--- src/rtl/rtc_alarm_pkg.sv ---
package rtc_alarm_pkg;
    // Register byte offsets (software decodes these)
    localparam int unsigned OFS_COUNT  = 'h00;
    localparam int unsigned OFS_CMP_A  = 'h04;
    localparam int unsigned OFS_STATUS = 'h08;
    localparam int unsigned OFS_DIV    = 'h0C;
    localparam int unsigned OFS_CMP_B  = 'h18;
    localparam int unsigned OFS_CLKSEL = 'h1C;
    localparam int unsigned OFS_SCRAT  = 'h40;

    // Status word bit positions
    localparam int unsigned SB_FLAG_A = 0;
    localparam int unsigned SB_FLAG_T = 1;
    localparam int unsigned SB_EN_A   = 2;
    localparam int unsigned SB_EN_T   = 3;
    localparam int unsigned SB_FLAG_B = 4;
    localparam int unsigned SB_EN_B   = 6;

    localparam int unsigned NUM_CMP = 2;
endpackage

--- src/rtl/rtc_prescaler.sv ---
module rtc_prescaler #(
    parameter int unsigned DIV_W = 16
) (
    input  logic             clk,
    input  logic             rst_n,
    input  logic [DIV_W-1:0] div_val,
    input  logic             restart,
    output logic             tick,
    output logic [DIV_W:0]   pre_cnt
);
    localparam int unsigned PC_W = DIV_W + 1;

    logic [PC_W-1:0] pre_d, pre_q;
    logic [PC_W-1:0] limit;

    always_comb begin
        // period of 2*(div+1) cycles: count 0 .. 2*div+1
        limit = {div_val, 1'b1};
        tick  = (pre_q == limit);
        pre_d = pre_q + PC_W'(1);
        if (tick)    pre_d = '0;
        if (restart) pre_d = '0;
    end

    always_ff @(posedge clk or negedge rst_n) begin
        if (!rst_n) pre_q <= '0;
        else        pre_q <= pre_d;
    end

    assign pre_cnt = pre_q;
endmodule

--- src/rtl/rtc_alarm_cmp.sv ---
module rtc_alarm_cmp #(
    parameter int unsigned CNT_W = 32
) (
    input  logic [CNT_W-1:0] count,
    input  logic [CNT_W-1:0] target,
    input  logic             enable,
    output logic             hit
);
    always_comb hit = enable && (count == target);
endmodule

--- src/rtl/rtc_alarm_core.sv ---
module rtc_alarm_core #(
    parameter int unsigned DATA_W = 32,
    parameter int unsigned DIV_W  = 16,
    parameter int unsigned ADDR_W = 7
) (
    input  logic              clk,
    input  logic              rst_n,
    input  logic [ADDR_W-1:0] addr,
    input  logic              wr_en,
    input  logic [DATA_W-1:0] wr_data,
    output logic [DATA_W-1:0] rd_data,
    output logic              irq
);
    import rtc_alarm_pkg::*;

    localparam int unsigned SEL_W = 2;

    typedef struct packed {
        logic [DATA_W-1:0] count;
        logic [DATA_W-1:0] cmp_a;
        logic [DATA_W-1:0] cmp_b;
        logic [DIV_W-1:0]  div;
        logic [SEL_W-1:0]  clksel;
        logic              flag_a;
        logic              flag_t;
        logic              flag_b;
        logic              en_a;
        logic              en_t;
        logic              en_b;
    } core_state_t;

    core_state_t s_d, s_q;
    logic [DATA_W-1:0] scrat_d, scrat_q;

    // address decode
    logic sel_count, sel_cmp_a, sel_status, sel_div, sel_cmp_b, sel_clksel, sel_scrat;
    always_comb begin
        sel_count  = (addr == ADDR_W'(OFS_COUNT));
        sel_cmp_a  = (addr == ADDR_W'(OFS_CMP_A));
        sel_status = (addr == ADDR_W'(OFS_STATUS));
        sel_div    = (addr == ADDR_W'(OFS_DIV));
        sel_cmp_b  = (addr == ADDR_W'(OFS_CMP_B));
        sel_clksel = (addr == ADDR_W'(OFS_CLKSEL));
        sel_scrat  = (addr == ADDR_W'(OFS_SCRAT));
    end

    // prescaler
    logic           tick;
    logic [DIV_W:0] pre_cnt;

    rtc_prescaler #(.DIV_W(DIV_W)) u_presc (
        .clk     (clk),
        .rst_n   (rst_n),
        .div_val (s_q.div),
        .restart (wr_en && sel_div),
        .tick    (tick),
        .pre_cnt (pre_cnt)
    );

    // compare units
    logic [DATA_W-1:0] cmp_val [NUM_CMP];
    logic              cmp_en  [NUM_CMP];
    logic              cmp_hit [NUM_CMP];

    always_comb begin
        cmp_val[0] = s_q.cmp_a;
        cmp_val[1] = s_q.cmp_b;
        cmp_en[0]  = s_q.en_a;
        cmp_en[1]  = s_q.en_b;
    end

    for (genvar g = 0; g < NUM_CMP; g++) begin : g_cmp
        rtc_alarm_cmp #(.CNT_W(DATA_W)) u_cmp (
            .count  (s_q.count),
            .target (cmp_val[g]),
            .enable (cmp_en[g]),
            .hit    (cmp_hit[g])
        );
    end

    // next-state logic
    always_comb begin
        s_d = s_q;

        if (tick)                s_d.count = s_q.count + DATA_W'(1);
        if (wr_en && sel_count)  s_d.count = wr_data;
        if (wr_en && sel_cmp_a)  s_d.cmp_a = wr_data;
        if (wr_en && sel_cmp_b)  s_d.cmp_b = wr_data;
        if (wr_en && sel_div)    s_d.div   = wr_data[DIV_W-1:0];
        if (wr_en && sel_clksel) s_d.clksel = wr_data[SEL_W-1:0];

        if (wr_en && sel_status) begin
            s_d.en_a = wr_data[SB_EN_A];
            s_d.en_t = wr_data[SB_EN_T];
            s_d.en_b = wr_data[SB_EN_B];
            if (wr_data[SB_FLAG_A]) s_d.flag_a = 1'b0;
            if (wr_data[SB_FLAG_T]) s_d.flag_t = 1'b0;
            if (wr_data[SB_FLAG_B]) s_d.flag_b = 1'b0;
        end

        // set conditions win over a clear in the same cycle
        if (cmp_hit[0])         s_d.flag_a = 1'b1;
        if (cmp_hit[1])         s_d.flag_b = 1'b1;
        if (tick && s_q.en_t)   s_d.flag_t = 1'b1;

        scrat_d = scrat_q;
        if (wr_en && sel_scrat) scrat_d = wr_data;
    end

    always_ff @(posedge clk or negedge rst_n) begin
        if (!rst_n) s_q <= '0;
        else        s_q <= s_d;
    end

    // scratch storage deliberately has no reset
    always_ff @(posedge clk) begin
        scrat_q <= scrat_d;
    end

    // read path
    logic [DATA_W-1:0] status_word;
    always_comb begin
        status_word            = '0;
        status_word[SB_FLAG_A] = s_q.flag_a;
        status_word[SB_FLAG_T] = s_q.flag_t;
        status_word[SB_EN_A]   = s_q.en_a;
        status_word[SB_EN_T]   = s_q.en_t;
        status_word[SB_FLAG_B] = s_q.flag_b;
        status_word[SB_EN_B]   = s_q.en_b;

        rd_data = '0;
        if (sel_count)  rd_data = s_q.count;
        if (sel_cmp_a)  rd_data = s_q.cmp_a;
        if (sel_status) rd_data = status_word;
        if (sel_div)    rd_data = DATA_W'(s_q.div);
        if (sel_cmp_b)  rd_data = s_q.cmp_b;
        if (sel_clksel) rd_data = DATA_W'(s_q.clksel);
        if (sel_scrat)  rd_data = scrat_q;
    end

    assign irq = (s_q.flag_a && s_q.en_a) || (s_q.flag_t && s_q.en_t) ||
                 (s_q.flag_b && s_q.en_b);

    // named views for the bound checker
    logic [DATA_W-1:0] count_view;
    logic              flag_a_view, en_a_view, hit_a_view;
    assign count_view  = s_q.count;
    assign flag_a_view = s_q.flag_a;
    assign en_a_view   = s_q.en_a;
    assign hit_a_view  = cmp_hit[0];
endmodule

--- config.mk ---
export PLATFORM = sky130hd
export DESIGN_NAME = rtc_alarm_core
export DESIGN_NICKNAME = d
export VERILOG_FILES = /design/src/rtl/rtc_alarm_pkg.sv /design/src/rtl/rtc_prescaler.sv /design/src/rtl/rtc_alarm_cmp.sv /design/src/rtl/rtc_alarm_core.sv
export SDC_FILE = /design/constraint.sdc
export NUM_CORES = 1
export LEC_CHECK = 0
export BUFFER_PORTS_ARGS = -buffer_cell sky130_fd_sc_hd__buf_2
export CAP_MARGIN = 20
export CORE_MARGIN = 3
export CORE_UTILIZATION = 28
export DETAILED_ROUTE_END_ITERATION = 10
export SYNTH_ARGS = -nofsm -noshare
export SYNTH_HDL_FRONTEND = slang
export SYNTH_SLANG_ARGS = --single-unit
--- constraint.sdc ---
create_clock -name clk -period 5.05 [get_ports clk]
set_input_delay 0.2525 -clock clk [delete_from_list [all_inputs] [get_ports clk]]
set_output_delay 0.2525 -clock clk [all_outputs]
set_load 0.02 [all_outputs]
### Word-level counts from Yosys, hierarchy flattened

Index checks and enable logic that the tools add are counted.

| word-level totals | value |
|---|---|
| flip-flop bits (word level) | 169 |
| latch bits | 0 |
| RAM bits | 0 |
| bits in read-only memories | 0 |
| input bits | 42 |
| output and inout port bits | 33 |
| word-level logic and storage cells | 68 |
| memories | 0 |

| operators by class | value |
|---|---|
| add/subtract/negate cells | 2 |
| $mul | 0 |
| div/mod/pow operators | 0 |
| $lt $le $gt $ge | 0 |
| eq/ne operators | 9 |
| shift operators | 0 |
| mux-type cells | 18 |
| bitwise operators | 0 |
| reductions and logical operators | 26 |

Operators with widths:

| cell | number |
|---|---|
| $mux W32 | 9 |
| $eq A32 B32 Y1 | 2 |
| $mux W17 | 2 |
| $add A32 B1 Y32 const B | 1 |
| $add A17 B1 Y17 const B | 1 |
| $eq A17 B17 Y1 | 1 |
| $eq A7 B4 Y1 const B | 2 |
| $eq A7 B5 Y1 const B | 2 |
| $reduce_bool A2 Y1 | 7 |
| $logic_and A1 B1 Y1 | 13 |
| $eq A7 B3 Y1 const B | 1 |
| $eq A7 B7 Y1 const B | 1 |
| $logic_not A7 Y1 | 1 |
| $mux W1 | 6 |
| $mux W6 | 1 |
| $reduce_and A2 Y1 | 3 |
| $logic_or A1 B1 Y1 | 2 |

### Depth between registers and ports, before layout

| logic depth | value |
|---|---|
| depth after elaboration | 8 |
| depth in mapped cells | 10 |
| gate-level depth less buffers | 7 |

### Hierarchy

A second synthesis with hierarchy kept.

| unflattened totals | value |
|---|---|
| cells, all modules | 781 |
| area total of the unflattened synthesis | 8916.1 µm² |

By module, submodules not included:

| module | times used | cells an instance | area each (µm²) |
|---|---|---|---|
| rtc_alarm_core | 1 | 590 | 7235.7 |
| rtc_prescaler | 1 | 103 | 969.7 |
| rtc_alarm_cmp | 2 | 44 | 355.3 |

### Worst setup path after synthesis

OpenSTA, ideal clock, no wires.

| timing | value |
|---|---|
| kind | input to register |
| start | input addr[5] |
| end | register scrat_q[0], enable pin |
| setup time | 0.392 ns |
| arrival | 2.490 ns |
| required time | 4.658 ns |
| setup slack | 2.168 ns |
| cell stages on the path | 5 |
| buffers on the path | 2 |
| path through | or4_1 buf_2 nor4b_2 clkbuf_1 and2_1 |

| between the ends | value |
|---|---|
| word-level cells in the longest chain between the ends | 2 |

Ends and longest elaborated chain:

| element | line | text |
|---|---|---|
| from (decl) | rtc_alarm_core.sv:8 | `input logic [ADDR_W-1:0] addr,` |
| $eq A7 B7 Y1 | rtc_alarm_core.sv:44 | `sel_scrat = (addr == ADDR_W'(OFS_SCRAT));` |
| $logic_and A1 B1 Y1 | rtc_alarm_core.sv:107 | `if (wr_en && sel_scrat) scrat_d = wr_data;` |
| to (signal assigned) | rtc_alarm_core.sv:117 | `scrat_q <= scrat_d;` |
| to (decl) | rtc_alarm_core.sv:33 | `logic [DATA_W-1:0] scrat_d, scrat_q;` |

Every way passes these cells.
A chain may end at the register's enable or synchronous reset.

### Final worst setup path

| timing | value |
|---|---|
| start | input addr[3] |
| end | output rd_data[12] |

| between the ends | value |
|---|---|
| word-level cells in the longest chain between the ends | 8 |
| elaborated cells on any way between the ends | 14 |
| those cells by class | eq/ne: 6; mux: 7; reduce/logical: 1 |

Ends and longest elaborated chain:

| element | line | text |
|---|---|---|
| $logic_not A7 Y1 | rtc_alarm_core.sv:38 | `sel_count = (addr == ADDR_W'(OFS_COUNT));` |
| $mux W32 | rtc_alarm_core.sv:132 | `if (sel_count) rd_data = s_q.count;` |
| $mux W32 | rtc_alarm_core.sv:133 | `if (sel_cmp_a) rd_data = s_q.cmp_a;` |
| $mux W32 | rtc_alarm_core.sv:134 | `if (sel_status) rd_data = status_word;` |
| $mux W32 | rtc_alarm_core.sv:135 | `if (sel_div) rd_data = DATA_W'(s_q.div);` |
| $mux W32 | rtc_alarm_core.sv:136 | `if (sel_cmp_b) rd_data = s_q.cmp_b;` |
| $mux W32 | rtc_alarm_core.sv:137 | `if (sel_clksel) rd_data = DATA_W'(s_q.clksel);` |
| $mux W32 * | rtc_alarm_core.sv:138 | `if (sel_scrat) rd_data = scrat_q;` |
| to (decl) | rtc_alarm_core.sv:11 | `output logic [DATA_W-1:0] rd_data,` |

Every way passes the cells marked *; elsewhere a longest branch is shown, timed or not.

==> results.tsv <==
metric	value	unit
r2r_slack	2.05	ns
coreArea	31800	sq um
first_pass_iters	5	
cp-start-kind	input pin	
r2r_cells	6	
hold_violations	0	
track_usage	0.154	
drive_above_1_share	0.235	
clk_pin_slew_worst_paths	0.07	ns
synth_nets	889	
ir_drop	0.000192	V
cp_max_fo	25	
tns	0	ns
ant_nets	0	
cts_buffer_depth	2	
power_leakage	4.50	nW
synth-simple-area-share	0.130	
rows	65	
final.setup_skew	0.0122	ns
die_area	34700	sq um
crit_arrival	3.15	ns
synth_fa_ha_area_frac	0.00275	
cts.sinks	169	
critPathRequiredTime	4.80	ns
fmax	0.294	GHz
synth_edf_count	32	
num_io_pins	75	
crit_path_end_kind	output port	
synthTopCellsByArea	dfrtp_1 (38%), edfxtp_1 (11%), mux2_2 (6.8%)	
routedWlPerCell	19.7	um
synth.most_common_cell	dfrtp_1	
rsz0062_at_grt	no	
async_flop_share	0.811	
area_growth	14.8	%
drt_iter0_drc	556	
final_nets	925	
reg2reg_to	count_view[25]$_DFFE_PN0P_	
min_period	3.40	ns
pwr-share-comb	0.148	
syn_area_per_cell	10.8	sq um
synth.largest_area_cell	dfrtp_1	
setup_viol	0	
cts_made_buffers	17	
cts_tree	done	
portBuffers	74	
power_frac_clock	0.383	
synth-warning-count	0	
gp_congestion	0.819	
power.density	355	nW/um^2
min_path_cells	1	
synth_top_family_by_area	multiplexers	
yosysTopAreaCellShare	0.377	
netlist_area	9090	sq um
initial_utilization	0.286	
p_int	2.62	mW
yosys-mux-area-fraction	0.137	
seqPwrFrac	0.469	
cts_setup_buffers	0	
hold_buffers	1	
die-width	186	um
grt_start_max_net_pins	85	
drv_slew	0	
grt_antenna_before_repair	0	
tightest_slew	1.01	ns
syn_inst	845	
synth_xor_area_frac	0.120	
ys_seq_elements	169	
fin_ws	1.65	ns
hold_start	wr_data[21]	
synth.distinct_cells	49	
ys_seq_area_frac	0.483	
min_to	scrat_q[21]$_DFFE_PP_	
vias	6500	
grt_first_pass_wirelength	40.7	mm
dpl_worst_slack	1.45	ns
insertedDiodeCount	0	
synth_compound_area_frac	0.0882	
switchingPower	1.08	mW
first_global_vias	6591	
crit_type	input pin to output port	
status	complete, no violations	
fin_crit_sh	0.674	
hpwl	18.8	mm
wirelength	26.1	mm
r2r-start	u_presc.pre_cnt[3]$_DFF_PN0_	
drc	0	
ctsHtreeMaxLevel	4	
synth_ff_type	dfrtp_1	
cts-resized-gates	0	
holdWs	0.0463	ns
grt.overflow.total	0	
dieHeight	186	um
avgViaCountPerCell	4.89	
hp-class	input pin to flip-flop	
switching_share	0.292	
clkLatencyLatePin	0.44	ns
cap_violations	0	
clockRootBuffer	clkbuf_16	
ys_top_cells_by_count	dfrtp_1 (137), nand2_1 (78), xnor2_1 (68)	
slew_headroom	0.326	
layer usage:
layer,up-vias,share of wire,global-route usage
met3,16,0.046,0.0323
li1,3052,-,-
met2,148,0.46,0.238
met1,3284,0.48,0.225
met5,-,0,0
met4,0,0.010,0.0316
power groups by stage:
stage | logic [mW] | clock network (mW) | registers (mW)
after detailed placement | 0.548 | 0 | 1.76
after global placement | 0.542 | 0 | 1.76
after global routing | 0.609 | 1.50 | 1.76
after floorplan | 0.462 | 0 | 1.62
final | 0.550 | 1.42 | 1.74
after CTS | 0.554 | 1.44 | 1.73
metrics by stage:
| step | instance area [sq um] | power (mW) | std cells | util |
|---|---|---|---|---|
| CTS | 10400 | 3.73 | 1329 | 0.328 |
| finish | 10400 | 3.71 | 1329 | 0.328 |
| global route | 10400 | 3.87 | 1329 | 0.328 |
| floorplan | 9090 | 2.09 | 845 | - |
| detailed placement | 9790 | 2.31 | 1296 | 0.308 |
| global placement | 9790 | 2.30 | 1296 | 0.308 |
layout by cell type, fill, tap and decap left out, types with 12 or more instances in the layout:
cell type,count
a21oi_1,20
a22oi_1,42
buf_2,73
clkbuf_16,17
dfrtp_1,137
edfxtp_1,32
inv_1,12
mux2_2,55
mux2_4,30
mux2i_1,13
nand2_1,78
nand3_1,25
nand4_1,17
nor2_1,38
nor3_1,32
nor4_1,19
o21ai_0,46
xnor2_1,68
xor2_1,57
area by class of cell:
type	count	area (sq um)
timing repair buffer	84	454
fill	3257	21400
clock inverter	13	194
clock buffer	19	443
inverter	13	48.8
multi-input combinational	596	4360
sequential	169	4390
tap	435	544
registers in the layout, summed over array words and instances, names as in the netlist:
name	flops
cmp_val	64
count_view	32
scrat_q	32
s_q	21
u_presc.pre_cnt	17
cmp_en	1
en_a_view	1
flag_a_view	1
cell families (layout without fill, tap and decap cells):
group                    count (synthesis)  count (layout)
buffers and inverters                   80             129
adder cells (fa/ha/maj)                  2               2
flip-flops                             169             169
multiplexers                           102             102
AND/OR/NAND/NOR                        239             239
AO/OA/AOI/OAI                          128             128
XOR/XNOR                               125             125
worst max-delay path, cell delays in order:
cell and delay (ns):
buf_2 0.48, or4b_1 0.56, or3b_1 0.60, nor2_4 0.43, buf_4 0.32, a22oi_1 0.11
o21ai_0 0.16, buf_2 0.23
how the worst max path moves through the flow:
| stage | from | to | slack, ns | cells past startpoint |
|---|---|---|---|---|
| 2_1_floorplan | addr[5] | scrat_q[0]$_DFFE_PP_ | 2.17 | 5 |
| 3_3_place_gp | addr[3] | cmp_val[8]$_DFFE_PN0P_ | 1.50 | 6 |
| 3_5_place_dp | addr[3] | cmp_val[28]$_DFFE_PN0P_ | 1.45 | 6 |
| 4_1_cts | addr[3] | rd_data[14] | 1.66 | 8 |
| 5_1_grt | addr[3] | rd_data[12] | 1.45 | 8 |
| 6_report | addr[3] | rd_data[12] | 1.65 | 8 |
Note: power is estimated with default switching activity, not from simulation.
